`src/rtl/bkpt_pkg.sv`:
```
package bkpt_pkg;

    localparam int ADDR_W  = 32;
    localparam int DATA_W  = 32;
    localparam int SEL_W   = 4;
    localparam int CTRL_W  = 16;
    localparam int N_CH    = 2;
    localparam int ATTR_W  = 6;
    localparam int STRIDE  = 3;

    // register selects
    localparam logic [SEL_W-1:0] SEL_DATA_B = SEL_W'(N_CH * STRIDE);
    localparam logic [SEL_W-1:0] SEL_DMSK_B = SEL_W'(N_CH * STRIDE + 1);
    localparam logic [SEL_W-1:0] SEL_CTRL   = SEL_W'(N_CH * STRIDE + 2);

    // control bit positions
    localparam int CB_FLAG_A = 15;
    localparam int CB_FLAG_B = 14;
    localparam int CB_POST_A = 10;
    localparam int CB_DEN_B  = 7;
    localparam int CB_POST_B = 6;
    localparam int CB_DBG    = 3;
    localparam int CB_SEQ    = 0;

    typedef struct packed {
        logic [1:0] size;
        logic       oper;
        logic       ifetch;
        logic       wr;
        logic       rd;
    } cyc_attr_t;

    typedef struct packed {
        logic [ADDR_W-1:0] addr;
        logic [ADDR_W-1:0] amask;
        cyc_attr_t         attr;
    } chan_cfg_t;

    typedef struct packed {
        logic              valid;
        logic [ADDR_W-1:0] addr;
        logic [DATA_W-1:0] data;
        logic [1:0]        size;
        logic              write;
        logic              ifetch;
    } bus_obs_t;

    typedef struct packed {
        logic flag_a;
        logic flag_b;
        logic post_a;
        logic den_b;
        logic post_b;
        logic dbg_en;
        logic seq;
    } ctrl_t;

    function automatic logic masked_equal(input logic [DATA_W-1:0] a,
                                          input logic [DATA_W-1:0] b,
                                          input logic [DATA_W-1:0] ign);
        return ((a ^ b) & ~ign) == '0;
    endfunction

    function automatic logic [CTRL_W-1:0] ctrl_image(input ctrl_t c);
        logic [CTRL_W-1:0] v;
        v            = '0;
        v[CB_FLAG_A] = c.flag_a;
        v[CB_FLAG_B] = c.flag_b;
        v[CB_POST_A] = c.post_a;
        v[CB_DEN_B]  = c.den_b;
        v[CB_POST_B] = c.post_b;
        v[CB_DBG]    = c.dbg_en;
        v[CB_SEQ]    = c.seq;
        return v;
    endfunction

endpackage

```
`src/rtl/bkpt_chan_cmp.sv`:
```
module bkpt_chan_cmp
    import bkpt_pkg::*;
#(
    parameter bit WITH_DATA = 1'b0
) (
    input  chan_cfg_t         cfg,
    input  bus_obs_t          bus,
    input  logic              data_en,
    input  logic [DATA_W-1:0] dval,
    input  logic [DATA_W-1:0] dmask,
    output logic              hit
);

    logic addr_ok;
    logic kind_ok;
    logic dir_ok;
    logic data_ok;

    always_comb begin
        addr_ok = masked_equal(bus.addr, cfg.addr, cfg.amask);
        kind_ok = bus.ifetch ? cfg.attr.ifetch : cfg.attr.oper;
        dir_ok  = bus.write  ? cfg.attr.wr     : cfg.attr.rd;
    end

    if (WITH_DATA) begin : g_data
        logic size_ok;
        always_comb begin
            size_ok = (cfg.attr.size == 2'b00) || (cfg.attr.size == bus.size);
            data_ok = !data_en || (masked_equal(bus.data, dval, dmask) && size_ok);
        end
    end else begin : g_nodata
        logic unused_data;
        assign unused_data = ^{data_en, dval, dmask, cfg.attr.size, bus.data, bus.size};
        assign data_ok     = 1'b1;
    end

    assign hit = bus.valid && addr_ok && kind_ok && dir_ok && data_ok;

endmodule

```
`src/rtl/bkpt_regs.sv`:
```
module bkpt_regs
    import bkpt_pkg::*;
(
    input  logic              clk,
    input  logic              rst,
    input  logic              we,
    input  logic [SEL_W-1:0]  sel,
    input  logic [DATA_W-1:0] wdata,
    input  logic              set_a,
    input  logic              set_b,
    output chan_cfg_t         cfg [N_CH],
    output logic [DATA_W-1:0] dval,
    output logic [DATA_W-1:0] dmask,
    output ctrl_t             ctrl,
    output logic [DATA_W-1:0] rdata
);

    logic wr_ctrl;
    assign wr_ctrl = we && (sel == SEL_CTRL);

    for (genvar ch = 0; ch < N_CH; ch++) begin : g_ch
        localparam logic [SEL_W-1:0] BASE = SEL_W'(ch * STRIDE);
        always_ff @(posedge clk) begin
            if (rst) begin
                cfg[ch] <= '0;
            end else if (we) begin
                if (sel == BASE)      cfg[ch].addr  <= wdata[ADDR_W-1:0];
                if (sel == BASE + 1)  cfg[ch].amask <= wdata[ADDR_W-1:0];
                if (sel == BASE + 2)  cfg[ch].attr  <= cyc_attr_t'(wdata[ATTR_W-1:0]);
            end
        end
    end

    always_ff @(posedge clk) begin
        if (rst) begin
            dval  <= '0;
            dmask <= '0;
        end else if (we) begin
            if (sel == SEL_DATA_B) dval  <= wdata;
            if (sel == SEL_DMSK_B) dmask <= wdata;
        end
    end

    always_ff @(posedge clk) begin
        if (rst) begin
            ctrl <= '0;
        end else begin
            if (wr_ctrl) begin
                ctrl.post_a <= wdata[CB_POST_A];
                ctrl.den_b  <= wdata[CB_DEN_B];
                ctrl.post_b <= wdata[CB_POST_B];
                ctrl.dbg_en <= wdata[CB_DBG];
                ctrl.seq    <= wdata[CB_SEQ];
            end
            ctrl.flag_a <= set_a || (ctrl.flag_a && !(wr_ctrl && !wdata[CB_FLAG_A]));
            ctrl.flag_b <= set_b || (ctrl.flag_b && !(wr_ctrl && !wdata[CB_FLAG_B]));
        end
    end

    always_comb begin
        rdata = '0;
        for (int ch = 0; ch < N_CH; ch++) begin
            if (sel == SEL_W'(ch * STRIDE))     rdata = DATA_W'(cfg[ch].addr);
            if (sel == SEL_W'(ch * STRIDE + 1)) rdata = DATA_W'(cfg[ch].amask);
            if (sel == SEL_W'(ch * STRIDE + 2)) rdata = DATA_W'(cfg[ch].attr);
        end
        if (sel == SEL_DATA_B) rdata = dval;
        if (sel == SEL_DMSK_B) rdata = dmask;
        if (sel == SEL_CTRL)   rdata = DATA_W'(ctrl_image(ctrl));
    end


    flag_set_chk: assert property (@(posedge clk) disable iff (rst)
        set_a |=> ctrl.flag_a);


    flag_one_write_chk: assert property (@(posedge clk) disable iff (rst)
        (ctrl.flag_b && wr_ctrl && wdata[CB_FLAG_B]) |=> ctrl.flag_b);


    flag_clear_chk: assert property (@(posedge clk) disable iff (rst)
        (wr_ctrl && !wdata[CB_FLAG_A] && !set_a) |=> !ctrl.flag_a);

endmodule

```
`src/rtl/bkpt_seq.sv`:
```
module bkpt_seq
    import bkpt_pkg::*;
(
    input  logic  clk,
    input  logic  rst,
    input  ctrl_t ctrl,
    input  logic  hit_a,
    input  logic  hit_b,
    input  logic  fetch,
    input  logic  insn_done,
    output logic  set_a,
    output logic  set_b,
    output logic  brk_req,
    output logic  brk_dbg
);

    logic arm_q;
    logic pend_q;
    logic fire_a;
    logic fire_b;
    logic defer;
    logic now;
    logic fire;

    always_comb begin
        fire_a = hit_a && !ctrl.seq;
        fire_b = hit_b && (!ctrl.seq || arm_q);
        set_a  = hit_a;
        set_b  = fire_b;
        defer  = (fire_a && ctrl.post_a && fetch) || (fire_b && ctrl.post_b && fetch);
        now    = (fire_a && !(ctrl.post_a && fetch)) || (fire_b && !(ctrl.post_b && fetch));
        fire   = now || (pend_q && insn_done);
    end

    always_ff @(posedge clk) begin
        if (rst) begin
            arm_q   <= 1'b0;
            pend_q  <= 1'b0;
            brk_req <= 1'b0;
            brk_dbg <= 1'b0;
        end else begin
            if (!ctrl.seq)             arm_q <= 1'b0;
            else if (hit_b && arm_q)   arm_q <= 1'b0;
            else if (hit_a)            arm_q <= 1'b1;
            pend_q  <= (pend_q && !insn_done) || defer;
            brk_req <= fire;
            brk_dbg <= fire && ctrl.dbg_en;
        end
    end


    seq_quiet_chk: assert property (@(posedge clk) disable iff (rst)
        (ctrl.seq && !arm_q && !pend_q) |=> !brk_req);


    seq_arm_chk: assert property (@(posedge clk) disable iff (rst)
        (ctrl.seq && hit_a && !hit_b) |=> arm_q);


    post_hold_chk: assert property (@(posedge clk) disable iff (rst)
        (!ctrl.seq && ctrl.post_a && hit_a && fetch && !hit_b && !pend_q) |=> !brk_req);

endmodule

```
`src/rtl/bkpt_pair.sv`:
```
module bkpt_pair
    import bkpt_pkg::*;
(
    input  logic              clk,
    input  logic              rst,
    input  logic              cfg_we,
    input  logic [SEL_W-1:0]  cfg_sel,
    input  logic [DATA_W-1:0] cfg_wdata,
    output logic [DATA_W-1:0] cfg_rdata,
    input  logic              bus_valid,
    input  logic [ADDR_W-1:0] bus_addr,
    input  logic [DATA_W-1:0] bus_data,
    input  logic [1:0]        bus_size,
    input  logic              bus_write,
    input  logic              bus_ifetch,
    input  logic              insn_done,
    output logic              brk_req,
    output logic              brk_dbg
);

    chan_cfg_t         cfg [N_CH];
    logic [DATA_W-1:0] dval;
    logic [DATA_W-1:0] dmask;
    ctrl_t             ctrl;
    bus_obs_t          bus;
    logic [N_CH-1:0]   hits;
    logic              set_a;
    logic              set_b;

    always_comb begin
        bus.valid  = bus_valid;
        bus.addr   = bus_addr;
        bus.data   = bus_data;
        bus.size   = bus_size;
        bus.write  = bus_write;
        bus.ifetch = bus_ifetch;
    end

    bkpt_regs u_regs (
        .clk   (clk),
        .rst   (rst),
        .we    (cfg_we),
        .sel   (cfg_sel),
        .wdata (cfg_wdata),
        .set_a (set_a),
        .set_b (set_b),
        .cfg   (cfg),
        .dval  (dval),
        .dmask (dmask),
        .ctrl  (ctrl),
        .rdata (cfg_rdata)
    );

    for (genvar ch = 0; ch < N_CH; ch++) begin : g_cmp
        bkpt_chan_cmp #(.WITH_DATA(ch == N_CH - 1)) u_cmp (
            .cfg     (cfg[ch]),
            .bus     (bus),
            .data_en (ctrl.den_b),
            .dval    (dval),
            .dmask   (dmask),
            .hit     (hits[ch])
        );
    end

    bkpt_seq u_seq (
        .clk       (clk),
        .rst       (rst),
        .ctrl      (ctrl),
        .hit_a     (hits[0]),
        .hit_b     (hits[N_CH-1]),
        .fetch     (bus_valid && bus_ifetch),
        .insn_done (insn_done),
        .set_a     (set_a),
        .set_b     (set_b),
        .brk_req   (brk_req),
        .brk_dbg   (brk_dbg)
    );


    dbg_sub_chk: assert property (@(posedge clk) disable iff (rst)
        brk_dbg |-> brk_req);

endmodule

```
`config.mk`:
```
export PLATFORM = sky130hd
export DESIGN_NAME = bkpt_pair
export DESIGN_NICKNAME = d
export VERILOG_FILES = /design/src/rtl/bkpt_pkg.sv /design/src/rtl/bkpt_chan_cmp.sv /design/src/rtl/bkpt_regs.sv /design/src/rtl/bkpt_seq.sv /design/src/rtl/bkpt_pair.sv
export SDC_FILE = /design/constraint.sdc
export NUM_CORES = 1
export LEC_CHECK = 0
export ABC_CLOCK_PERIOD_IN_PS = 2150
export CAP_MARGIN = 5
export CORE_MARGIN = 1.5
export CORE_UTILIZATION = 40
export DETAILED_ROUTE_END_ITERATION = 10
export GPL_ROUTABILITY_DRIVEN = 0
export SKIP_LAST_GASP = 1
export SYNTH_ARGS = -nofsm -noshare
export SYNTH_HDL_FRONTEND = slang
export SYNTH_SLANG_ARGS = --single-unit
export TNS_END_PERCENT = 20
```
`constraint.sdc`:
```
create_clock -name clk -period 2.15 [get_ports clk]
set_input_delay 0.5375 -clock clk [delete_from_list [all_inputs] [get_ports clk]]
set_output_delay 0.5375 -clock clk [all_outputs]
set_load 0.03 [all_outputs]
```
==> summary.txt <==
via count = 12,130
# DRC = 0
pwr/cell area = 588.7 nW/um^2
Site Rows = 59
Avg Inst Size Synth = 7.289 um^2
clock latency on the worst-skew pair = 0.53 ns
max_cap viols = 0
CP Cell Sequence = buf_6, mux4_2, nand2_2, a21oi_2, a31oi_1, o211ai_1, buf_4
I/O Buffers = 142
Layout area overhead = 49.98%
Via density = 5.745
nets@finish = 1,875
initial antenna violation count = 1
commonest non-fill, non-tap cells in the layout = nand2_1, a21oi_1, buf_4
CP delay by family, top = multiplexers
flops & latches, synth = 215
Syn Std Cell Area = 10,650 um^2
CORE AREA = 26,060 um^2
width of the die = 166.2 um
hold violation total from the final report = 0
post-DP HPWL = 33,030 um
status = finished with violations
drt first pass iters = 5
Yosys cell types = 41
Crit Path Max Fanout = 2
Root Driver = clkbuf_16
fin area = 15,970 um^2
CP max stage delay = 0.47 ns
Max Clock Freq = 386.5 MHz
most common cell after layout, fill and taps aside = nand2_1
total congestion overflow = 0
Most used DFF post-synth = dfxtp_1
CP arrival = 2.05 ns
leak pwr = 5.866 nW
htree depth = 1
clk sinks = 215
GRT Resource Usage Total = 33.01%
Final Cycle Share = 120.3%
ys async rst share = 0%
Post-synth EDFFs = 0
Req. time, crit path = 1.61 ns
die area = 27,610 um^2
relative slew slack = 55.50%
Startpoint Class = register
Hold Path Class = input port to register
clock buffer depth = 3
Final ANT Viol Nets = 0
number of global-route vias before repair = 11,680
Ports = 143
Final Power = 9.403 mW
Final Critical Period = 2.587 ns
Avg WL per Cell = 22.22 um
diode count = 0
Syn Nets = 1,570
Post-Syn Instances = 1,461
first-pass GRT wire length = 70,020 um
yosys warns = 0
Setup Skew = 0.01214 ns
setup total negative slack = -9.791 ns
detailed router's first-iteration violation count = 1,324
Worst Path Class, Setup = register to output pin
RSZ-0062 raised after global routing = yes
Setup crit end kind = output pin
failing checks = setup timing
slowest library cell on the worst path = mux4_2
pin count of the biggest net entering global routing = 49
Post-Route WL = 46,930 um
Final Setup Violations = 36
initial core utilization = 40.87%
TritonCTS Buffers = 24
Max IR drop VDD = 428.1 uV
sequential share of the synthesized area = 40.42%
setup ws final = -0.4374 ns
Die Ht = 166.2 um
Placed Area = 14,240 um^2
CTS tree = built
Worst-Margin Slew = 0.6675 ns
layout cells sized above 1 = 25.21%
Max Transition Viols Final = 0
clock slew at reported path FFs = 0.06 ns
crit path buf inv count = 2
## cell families (layout without fill, tap and decap cells)
kind of cell	after synthesis	in the layout	share of synthesized area [%]
and+or+nand+nor	599	600	22.78
AOI/OAI and AO/OA	383	383	19.30
DFF	215	215	40.42
buffers and inverters	114	429	4.171
xor gates and xnor gates	96	96	7.896
muxes	54	54	5.428
## synthesized netlist by cell type, drive strengths merged (4+ instances only)
cell      n  area share (%)
o21ai    61             2.9
nor3     24             1.1
nand2   458              16
clkbuf   95             3.3
a22oi     7            0.49
a21oi   248              12
xnor2    96             7.9
o22ai    48             2.8
nor2b     5            0.29
mux2i    42             3.9
mux2     10             1.1
nor4     10            0.65
and3      7            0.41
o221ai    5            0.41
nand4     4            0.23
nor2     61             2.2
dfxtp   215              40
buf      17            0.75
nand3    20            0.94
## registers in the layout (all words and copies together), names as in the netlist
signal	count
u_seq.arm_q	1
u_regs.ctrl	7
u_seq.brk_req	1
u_seq.brk_dbg	1
u_regs.dval	32
u_regs.cfg	140
u_regs.dmask	32
u_seq.pend_q	1
## where the power goes
| group | switching [mW] | internal (mW) | leakage [nW] | total [mW] |
|---|---|---|---|---|
| clock | 1.64 | 2.17 | 0.337 | 3.81 |
| combinational | 0.811 | 0.700 | 3.79 | 1.51 |
| sequential | 0.0489 | 4.03 | 1.74 | 4.08 |
| total | 2.50 | 6.91 | 5.87 | 9.40 |
## cell type report
type	instances	area [um^2]
fill	2293	10090
multi-input combinational	1133	6736
sequential	215	4308
inverter	2	7.507
clock inverter	1	5.005
timing repair buffer	390	3809
clock buffer	36	686.9
tap	335	419.2
## per-layer routing
metal  part of all wire [%]  global-route usage, %
met1                     40                  43.41
met2                     44                  51.09
met3                     10                  6.030
met4                    5.8                  18.33
met5                  0.026                      0
## metrics by stage
step           setup slack (ns)  std cells  hold WS, ns  utilization [%]
6_report                -0.4374       2112       0.4149            61.29
3_5_place_dp             -1.012       2048       0.4624            54.65
2_1_floorplan           -0.1419       1461       0.4405                -
5_1_grt                 -0.4986       2112       0.4172            61.29
4_1_cts                 -0.4198       2106       0.4071            59.54
3_3_place_gp             -1.008       2048       0.4557            54.65
## final timing paths
| check | slack (ns) | from | depth (start not counted) | end |
|---|---|---|---|---|
| max | -0.44 | u_regs.cfg[108]$_SDFFE_PP0P_ | 7 | cfg_rdata[0] |
| min | 0.41 | rst | 2 | u_regs.cfg[3]$_SDFFE_PP0P_ |
| max reg2reg | -0.18 | u_regs.cfg[108]$_SDFFE_PP0P_ | 11 | u_seq.brk_dbg$_SDFF_PP0_ |
| min reg2reg | 0.47 | u_regs.cfg[95]$_SDFFE_PP0P_ | 2 | u_regs.cfg[95]$_SDFFE_PP0P_ |
## repair_timing
item | in CTS | in global routing
pin swaps | 20 | 27
buffers inserted | 18 | 8
gates resized for setup | 160 | 87
cloned | 4 | 0
setup endpoints to repair | 41 | 38
hold buffers | 0 | 0
No activity file was read; power rests on OpenSTA's default activity.
